$ cat src/rtl/pgdram_ctrl.sv
module pgdram_ctrl #(
  parameter int ROW_W  = 5,
  parameter int COL_W  = 5,
  parameter int DATA_W = 16,
  parameter int T_PRE  = 2,
  parameter int T_RCD  = 3,
  parameter int T_CAS  = 2,
  localparam int MA_W  = (ROW_W > COL_W) ? ROW_W : COL_W
) (
  input  logic                   clk,
  input  logic                   rst_n,
  input  logic                   req,
  input  logic                   we,
  input  logic [ROW_W+COL_W-1:0] addr,
  input  logic [DATA_W-1:0]      wdata,
  output logic                   ready,
  output logic                   hit,
  output logic [DATA_W-1:0]      rdata,
  output logic [MA_W-1:0]        mem_addr,
  output logic                   ras_n,
  output logic                   cas_n,
  output logic                   mem_we_n,
  output logic                   mem_oe,
  output logic [DATA_W-1:0]      mem_dout,
  input  logic [DATA_W-1:0]      mem_din
);

  localparam int TMAX = (T_PRE > T_RCD) ? ((T_PRE > T_CAS) ? T_PRE : T_CAS)
                                        : ((T_RCD > T_CAS) ? T_RCD : T_CAS);
  localparam int CW = (TMAX < 2) ? 1 : $clog2(TMAX);

  typedef enum logic [1:0] {S_IDLE, S_PRE, S_ROW, S_COL} st_t;

  st_t               state;
  logic [CW-1:0]     cnt;
  logic [ROW_W-1:0]  open_row, row_q;
  logic [COL_W-1:0]  col_q;
  logic              open_vld, we_q;
  logic [DATA_W-1:0] wd_q;

  wire [ROW_W-1:0] req_row = addr[ROW_W+COL_W-1:COL_W];
  wire             accept  = (state == S_IDLE) && req && !ready;
  wire             row_hit = open_vld && (req_row == open_row);
  wire             last    = (cnt == '0);

  always_ff @(posedge clk) begin
    if (!rst_n) begin
      state    <= S_IDLE;
      cnt      <= '0;
      open_row <= '0;
      open_vld <= 1'b0;
      row_q    <= '0;
      col_q    <= '0;
      we_q     <= 1'b0;
      wd_q     <= '0;
      ready    <= 1'b0;
      hit      <= 1'b0;
      rdata    <= '0;
    end else begin
      ready <= 1'b0;
      case (state)
        S_IDLE: if (accept) begin
          row_q <= req_row;
          col_q <= addr[COL_W-1:0];
          we_q  <= we;
          wd_q  <= wdata;
          hit   <= row_hit;
          if (row_hit) begin
            state <= S_COL;
            cnt   <= CW'(T_CAS - 1);
          end else if (open_vld) begin
            state    <= S_PRE;
            cnt      <= CW'(T_PRE - 1);
            open_vld <= 1'b0;
          end else begin
            state <= S_ROW;
            cnt   <= CW'(T_RCD - 1);
          end
        end
        S_PRE: if (last) begin
          state <= S_ROW;
          cnt   <= CW'(T_RCD - 1);
        end else cnt <= cnt - 1'b1;
        S_ROW: if (last) begin
          state    <= S_COL;
          cnt      <= CW'(T_CAS - 1);
          open_row <= row_q;
          open_vld <= 1'b1;
        end else cnt <= cnt - 1'b1;
        S_COL: if (last) begin
          state <= S_IDLE;
          ready <= 1'b1;
          if (!we_q) rdata <= mem_din;
        end else cnt <= cnt - 1'b1;
        default: state <= S_IDLE;
      endcase
    end
  end

  assign ras_n    = !((state == S_ROW) || (state == S_COL) || (state == S_IDLE && open_vld));
  assign cas_n    = (state != S_COL);
  assign mem_we_n = !((state == S_COL) && we_q);
  assign mem_oe   = !mem_we_n;
  assign mem_dout = wd_q;
  assign mem_addr = (state == S_COL) ? MA_W'(col_q) : MA_W'(row_q);

  AST_CAS_UNDER_RAS: assert property (@(posedge clk) disable iff (!rst_n) !cas_n |-> !ras_n);
  AST_READY_PULSE:   assert property (@(posedge clk) disable iff (!rst_n) ready |=> !ready);
  AST_HIT_KEEPS_ROW: assert property (@(posedge clk) disable iff (!rst_n) (ready && hit) |-> !ras_n);
  AST_RAS_RISE_MISS: assert property (@(posedge clk) disable iff (!rst_n) $rose(ras_n) |-> (state == S_PRE));
  AST_WE_IN_COLUMN:  assert property (@(posedge clk) disable iff (!rst_n) !mem_we_n |-> (!cas_n && mem_oe));
  AST_ROW_STABLE:    assert property (@(posedge clk) disable iff (!rst_n) (!cas_n && $past(!cas_n)) |-> $stable(mem_addr));

endmodule

$ cat config.mk
export PLATFORM = sky130hd
export DESIGN_NAME = pgdram_ctrl
export DESIGN_NICKNAME = d
export VERILOG_FILES = /design/src/rtl/pgdram_ctrl.sv
export SDC_FILE = /design/constraint.sdc
export NUM_CORES = 1
export LEC_CHECK = 0
export BUFFER_PORTS_ARGS = -buffer_cell sky130_fd_sc_hd__buf_2
export CAP_MARGIN = 10
export CORE_AREA = 4 4 85 107
export DETAILED_ROUTE_END_ITERATION = 12
export DIE_AREA = 0 0 89 111
export MAX_ROUTING_LAYER = met4
export PLACE_DENSITY = 0.56
export SYNTH_ARGS = -nofsm -noshare
export SYNTH_HDL_FRONTEND = slang
export SYNTH_SLANG_ARGS = --single-unit
$ cat constraint.sdc
create_clock -name clk -period 1.64 [get_ports clk]
set_input_delay 0.164 -clock clk [delete_from_list [all_inputs] [get_ports clk]]
set_output_delay 0.164 -clock clk [all_outputs]
set_load 0.005 [all_outputs]
==> results.sh, run 1 <==
export IMPL_status="completed"
export IMPL_ys_seq_area_share_pct=48.40
export IMPL_grt_overflow_total=0
export IMPL_netlist_area_sq_mm=0.002275
export IMPL_cts_buffers_inserted=5
export IMPL_tritoncts="done"
export IMPL_hold_slack_ps=76.52
export IMPL_fin_nets=432
export IMPL_finalCritPeriodShare_pct=98.03
export IMPL_grt_max_degree=27
export IMPL_drt_wirelength_per_cell_um=13.43
export IMPL_max_slew_margin_rel_pct=65.29
export IMPL_dieHeight_um=111
export IMPL_skew_ps=6.581
export IMPL_critical_path_required_ps=1480
export IMPL_hold_end="mem_dout[15]$_SDFFE_PN0P_"
export IMPL_r2r_start="state[0]$_SDFFE_PN0P_"
export IMPL_synth_area_per_cell_sq_um=7.981
export IMPL_diodes=0
export IMPL_cp_buffers_inverters=2
export IMPL_ir_drop_mv=0.8555
export IMPL_n_fill_cell=827
export IMPL_grt_use_total_pct=13.67
export IMPL_die_width_um=89
export IMPL_start_util_pct=28.08
export IMPL_drv_cap=0
export IMPL_ff2ff_setup_slack_ps=90
export IMPL_leakage_nw=1.340
export IMPL_drive_gt1_share_pct=34.13
export IMPL_port_buffer_count=88
export IMPL_routed_via_count=2225
export IMPL_route_detailed_drc=0
export IMPL_worstMarginPinSlew_ps=519.9
export IMPL_die_area_sq_mm=0.009879
export IMPL_hold_viol=0
export IMPL_cp_arrival_ps=1440
export IMPL_crit_path_max_fanout=8
export IMPL_power_density_mw_per_mm2=1326
export IMPL_hp_start="wdata[15]"
export IMPL_clock_sinks=55
export IMPL_htree_levels=2
export IMPL_worstSetupPathType="register to output pin"
export IMPL_gp_congestion=0.8047
export IMPL_grt_pass1_vias=2191
export IMPL_antenna_left=0
export IMPL_start_kind="register"
export IMPL_layout_commonest_cell="nand2_1"
export IMPL_hp_class="input pin to register"
export IMPL_rows=37
export IMPL_drt_iter0_markers=84
export IMPL_fin_crit_ps=1608
export IMPL_worst_path_largest_cell_delay_ps=380
export IMPL_setup_viol=0
export IMPL_fmax_ghz=0.6220
export IMPL_slew_viol_final=0
export IMPL_ys_ff_latch=55
export IMPL_grt_pass1_wl_mm=10.41
export IMPL_syn_nets=339
export IMPL_area_growth_syn_to_layout_pct=34.10
export IMPL_path_cells="ha_4 > buf_8 > mux2_2 > buf_2"
export IMPL_insertion_delay_ps=310
export IMPL_pin_count=89
export IMPL_clockBufferDepth=2
export IMPL_yosys_warnings=0
export IMPL_clk_pin_slew_ps=100
export IMPL_power_total_mw=4.046
export IMPL_cts_hold_buf=0
export IMPL_critPathCaptureType="output pin"
export IMPL_most_common_layout_cells="nand2_1, buf_2, a21oi_1, dfxtp_1, buf_4"
export IMPL_first_pass_iters=4
export IMPL_drt_total_wl_mm=6.379
export IMPL_rsz0062_at_grt="true"
export IMPL_cp_slowest_cell="dfxtp_4"
export IMPL_via_per_inst=4.684
export IMPL_path_delay_family="flip-flops"
export IMPL_core_area_sq_mm=0.008102
export IMPL_timing_rr_end="cnt[0]$_SDFFE_PN0P_"
export IMPL_r2r_cells=6
export IMPL_worstHoldPathCells=3
export IMPL_antenna_found_initial=0
export IMPL_synth_cell_types=31
export IMPL_root_buffer="clkbuf_8"
export IMPL_hpwl_mm=4.696
export IMPL_syn_inst=285
[power breakdown]
| group | internal, mW | switching (mW) | total [mW] |
|---|---|---|---|
| clock | 0.448 | 0.428 | 0.876 |
| combinational | 0.663 | 0.812 | 1.48 |
| sequential | 1.55 | 0.142 | 1.69 |
[cells by family (layout without fill, tap and decap cells)]
kind of cell / count (synthesis) / after routing / synth area share [%]
simple gates: 122 / 122 / 22.11
fa+ha+maj: 8 / 8 / 4.401
mux: 5 / 5 / 2.475
xor+xnor: 5 / 5 / 1.926
buf+inv: 25 / 118 / 5.060
compound gates: 65 / 65 / 15.62
flops: 55 / 55 / 48.41
[flip-flops by register name, summed over array words and instances, names as in the netlist]
register,count
hit,1
col_q,5
open_vld,1
ready,1
state,2
cnt,2
we_q,1
open_row,5
rdata,16
mem_dout,16
row_q,5
[Yosys cell counts]
cell	number	share of area, %
a31o_1	1	0.39
nor2b_1	2	0.55
nor2_2	2	0.55
o22ai_1	1	0.28
xnor2_1	2	0.77
clkbuf_1	6	0.99
nand3_1	9	2.0
o221a_2	1	0.50
o21ai_0	1	0.22
buf_2	8	1.8
a31oi_1	1	0.28
nor3_1	4	0.88
o21ai_1	2	0.44
nor2_1	3	0.50
and3b_1	1	0.39
inv_1	7	1.2
buf_4	3	0.99
mux2_2	5	2.5
nand2b_1	3	0.83
inv_2	1	0.16
nand3b_1	1	0.33
o221ai_1	1	0.39
or2_1	1	0.28
xor2_1	3	1.2
ha_1	8	4.4
a211oi_1	3	0.99
a21boi_1	1	0.33
dfxtp_1	55	48
nand2_1	96	16
a311oi_1	1	0.39
a21oi_1	52	11
[repair_timing]
action,4_1_cts,5_1_grt
endpoints found under the hold margin,0,0
resized for setup,10,11
setup endpoints to repair,22,36
setup buffers,0,4
cloned,0,0
pin swaps,0,3
[worst register-to-register path, cell delays in order, from the launching register on]
cell,delay (ps)
dfxtp_4,370
inv_1,140
ha_4,190
nand3b_1,230
a21boi_2,260
nor3_1,70
a31o_1,200
[worst max path at each step]
stage                                     start                endpoint  cells past startpoint
after CTS                 state[0]$_SDFFE_PN0P_             mem_addr[1]                      4
final                     state[1]$_SDFFE_PN0P_             mem_addr[2]                      4
after detailed placement    cnt[0]$_SDFFE_PN0P_  rdata[10]$_SDFFE_PN0P_                      6
after global placement      cnt[0]$_SDFFE_PN0P_   rdata[5]$_SDFFE_PN0P_                      6
after floorplan           state[0]$_SDFFE_PN0P_   col_q[0]$_SDFFE_PN0P_                      7
after global routing      state[1]$_SDFFE_PN0P_             mem_addr[4]                      4
[layer usage]
| metal | share of wire (%) | up-vias | routed length (um) | track usage, % |
|---|---|---|---|---|
| met1 | 42 | 1026 | 2664 | 15.74 |
| met4 | 3.0 | 0 | 189 | 5.660 |
| met2 | 50 | 63 | 3205 | 22.35 |
| met3 | 5.0 | 12 | 318 | 3.271 |
| li1 | - | 1124 | - | - |
| met5 | 0 | - | 0 | - |
[per-stage QoR]
| step | area [sq um] | setup TNS, ps | std cells | utilization [%] | setup WS (ps) |
|---|---|---|---|---|---|
| after global placement | 2846 | -12.07 | 464 | 35.14 | -10.26 |
| after detailed placement | 2846 | -327.9 | 464 | 35.14 | -39.13 |
| final | 3050 | 0 | 475 | 37.65 | 32.24 |
| after floorplan | 2275 | 0 | 285 | - | 203.9 |
| after global routing | 3050 | -53.35 | 475 | 37.65 | -15.70 |
| after CTS | 2980 | -14.21 | 471 | 36.79 | -7.554 |
[final cells by class]
| type | instances | area [sq um] | area share (%) |
|---|---|---|---|
| Timing Repair Buffer | 103 | 576.8 | 18.91 |
| Multi-Input combinational cell | 205 | 1110 | 36.38 |
| Tap cell | 97 | 121.4 | 3.979 |
| Sequential cell | 55 | 1110 | 36.38 |
| Clock inverter | 1 | 30.03 | 0.9844 |
| Inverter | 8 | 30.03 | 0.9844 |
| Clock buffer | 6 | 72.57 | 2.379 |
Power figures use the tool's default switching activity.
==> run 2: changes to the inputs <==
Settings changed: ABC_AREA set to 1, SKIP_LAST_GASP set to 1.
==> run 2 against run 1 <==
Non-clock buffer count shrank 4. Via count increased by 1.5%. Clock power grew 6.8%. Final cell count rose by 5.7%. Register-to-register slack improved by 30 ps. Global-route usage decreased by 0.26 points. Die area is the same. Wire length shrank 1.7%. Critical path depth up 3. Utilization is 0.15 points higher. Critical endpoint is now ras_n.
==> results.sh, run 2 <==
export IMPL_path_delay_family="buffers and inverters"
export IMPL_drt_wirelength_per_cell_um=12.50
export IMPL_drt_iter0_markers=116
export IMPL_fin_nets=458
export IMPL_worstMarginPinSlew_ps=422.3
export IMPL_power_density_mw_per_mm2=1478
export IMPL_grt_pass1_wl_mm=10.46
export IMPL_setup_tns_ps=0
export IMPL_cp_arrival_ps=1370
export IMPL_synth_area_per_cell_sq_um=7.379
export IMPL_grt_use_total_pct=13.41
export IMPL_cp_buffers_inverters=5
export IMPL_start_kind="register"
export IMPL_skew_ps=7.289
export IMPL_hp_class="input pin to register"
export IMPL_clockBufferDepth=2
export IMPL_grt_pass1_vias=2226
export IMPL_synth_top_area_share_pct=47.83
export IMPL_die_width_um=89
export IMPL_cts_hold_buf=0
export IMPL_gp_congestion=0.8449
export IMPL_cp_slowest_cell="dfxtp_4"
export IMPL_core_area_sq_mm=0.008102
export IMPL_synth_edff_count=0
export IMPL_leakage_nw=1.552
export IMPL_dieHeight_um=111
export IMPL_most_common_layout_cells="nor2_1, buf_2, dfxtp_1, o21ai_0, nand2_1"
export IMPL_die_area_sq_mm=0.009879
export IMPL_yosysMostFrequentCell="nor2_1"
export IMPL_via_per_inst=4.498
export IMPL_area_growth_syn_to_layout_pct=33.04
export IMPL_n_fill_cell=863
export IMPL_place_worst_setup_slack_ps=89.21
export IMPL_async_flop_share_pct=0
export IMPL_yosys_area_top_type="dfxtp_1"
export IMPL_critical_path_required_ps=1480
export IMPL_antenna_found_initial=0
export IMPL_ys_ff_latch=55
export IMPL_routed_via_count=2258
export IMPL_finalCritPeriodShare_pct=93.64
export IMPL_post_synth_main_area_contributors="dfxtp_1, nor2_1, o21ai_0"
export IMPL_syn_inst=312
export IMPL_yosys_most_used_dff="dfxtp_1"
export IMPL_insertion_delay_ps=300
export IMPL_path_cells="inv_4 > ha_4 > buf_4 > inv_2 > nand3_1 > inv_1 > buf_2"
export IMPL_fin_crit_ps=1536
export IMPL_yosys_warnings=0
export IMPL_netlist_area_sq_mm=0.002302
export IMPL_worst_path_largest_cell_delay_ps=400
export IMPL_hold_viol=0
export IMPL_grt_overflow_total=0
export IMPL_crit_path_max_fanout=4
export IMPL_multiInputGateArea_sq_mm=0.001085
export IMPL_max_slew_margin_rel_pct=71.85
export IMPL_clk_pin_slew_ps=100
export IMPL_start_util_pct=28.42
export IMPL_drv_cap=0
export IMPL_drt_total_wl_mm=6.273
export IMPL_setup_viol=0
export IMPL_synth_cell_types=24
export IMPL_first_pass_iters=4
export IMPL_worst_slack_ps=104.3
export IMPL_drive_gt1_share_pct=30.86
export IMPL_ys_seq_area_share_pct=47.83
export IMPL_port_buffer_count=88
export IMPL_critPathCaptureType="output pin"
export IMPL_worstSetupPathType="register to output pin"
export IMPL_seq_area_sq_mm=0.001109
export IMPL_ir_drop_mv=0.6255
export IMPL_diodes=0
export IMPL_layout_commonest_cell="nor2_1"
export IMPL_tritoncts="done"
export IMPL_antenna_left=0
export IMPL_htree_levels=2
export IMPL_status="completed"
export IMPL_clock_sinks=55
export IMPL_yosys_top_cells_count="nor2_1, dfxtp_1, o21ai_0, nand2_1, inv_1"
export IMPL_rsz0062_at_grt="true"
export IMPL_cts_buffers_inserted=5
export IMPL_hpwl_mm=4.679
export IMPL_rows=37
export IMPL_pin_count=89
export IMPL_grt_max_degree=27
export IMPL_fmax_ghz=0.6512
export IMPL_route_detailed_drc=0
export IMPL_syn_nets=366
export IMPL_slew_viol_final=0
export IMPL_root_buffer="clkbuf_8"
==> run 2: cell type report <==
class | count | share of cell area [%]
Clock inverter | 2 | 1.144
Tap cell | 97 | 3.962
Inverter | 23 | 3.105
Multi-Input combinational cell | 220 | 35.42
Timing Repair Buffer | 99 | 17.48
Clock buffer | 6 | 2.696
Sequential cell | 55 | 36.19
==> run 2: cell families after synthesis <==
family                     synth area share (%)
buffers and inverters                     6.793
xor gates and xnor gates                 0.3805
DFF                                       47.83
and+or+nand+nor                           24.08
adders and majority gates                 4.348
AOI/OAI and AO/OA                         16.58
==> run 2: what timing repair did <==
action                     CTS  global route
resized for setup            3            14
setup buffers                0             3
setup endpoints to repair    2            33
pin swaps                    0             2
==> run 2: final timing paths <==
path | from | end | slack, ps | cells after the start
setup / recovery | state[0]$_SDFFE_PN0P_ | ras_n | 100 | 7
hold / removal | wdata[10] | mem_dout[10]$_SDFFE_PN0P_ | 70 | 3
setup reg to reg | state[1]$_SDFFE_PN0P_ | row_q[3]$_SDFFE_PN0P_ | 120 | 8
hold reg to reg | open_row[3]$_SDFFE_PN0P_ | open_row[3]$_SDFFE_PN0P_ | 480 | 2
==> run 2: tightest hold or removal path, cell delays in order <==
cell and delay, ps:
buf_2 80, nor2_1 30, nor2_1 80
==> run 2: power breakdown <==
group | leakage (nW) | switching (mW) | total (mW) | internal (mW)
sequential | 0.453 | 0.212 | 1.91 | 1.70
combinational | 1.04 | 0.968 | 1.68 | 0.715
clock | 0.0612 | 0.442 | 0.936 | 0.495
total | 1.55 | 1.62 | 4.53 | 2.91
==> run 2: metrics by stage <==
stage	instances	hold slack (ps)	utilization [%]	cell area, sq um	power (mW)
6_report	502	73.41	37.81	3063	4.528
3_3_place_gp	491	383.5	35.23	2854	3.465
3_5_place_dp	491	390.4	35.23	2854	3.504
4_1_cts	499	62.05	36.76	2978	4.472
5_1_grt	502	66.22	37.81	3063	4.917
2_1_floorplan	312	298.9	-	2302	2.892
==> run 2: layer usage <==
metal  wire length (um)  vias up  part of all wire [%]  GRT usage (%)
met5                  0        -                     0              -
met4                 42        0                  0.67          3.277
met3                373        4                   5.9          3.197
met2               3127       54                    50          22.60
met1               2730     1026                    44          15.87
li1                   -     1174                     -              -
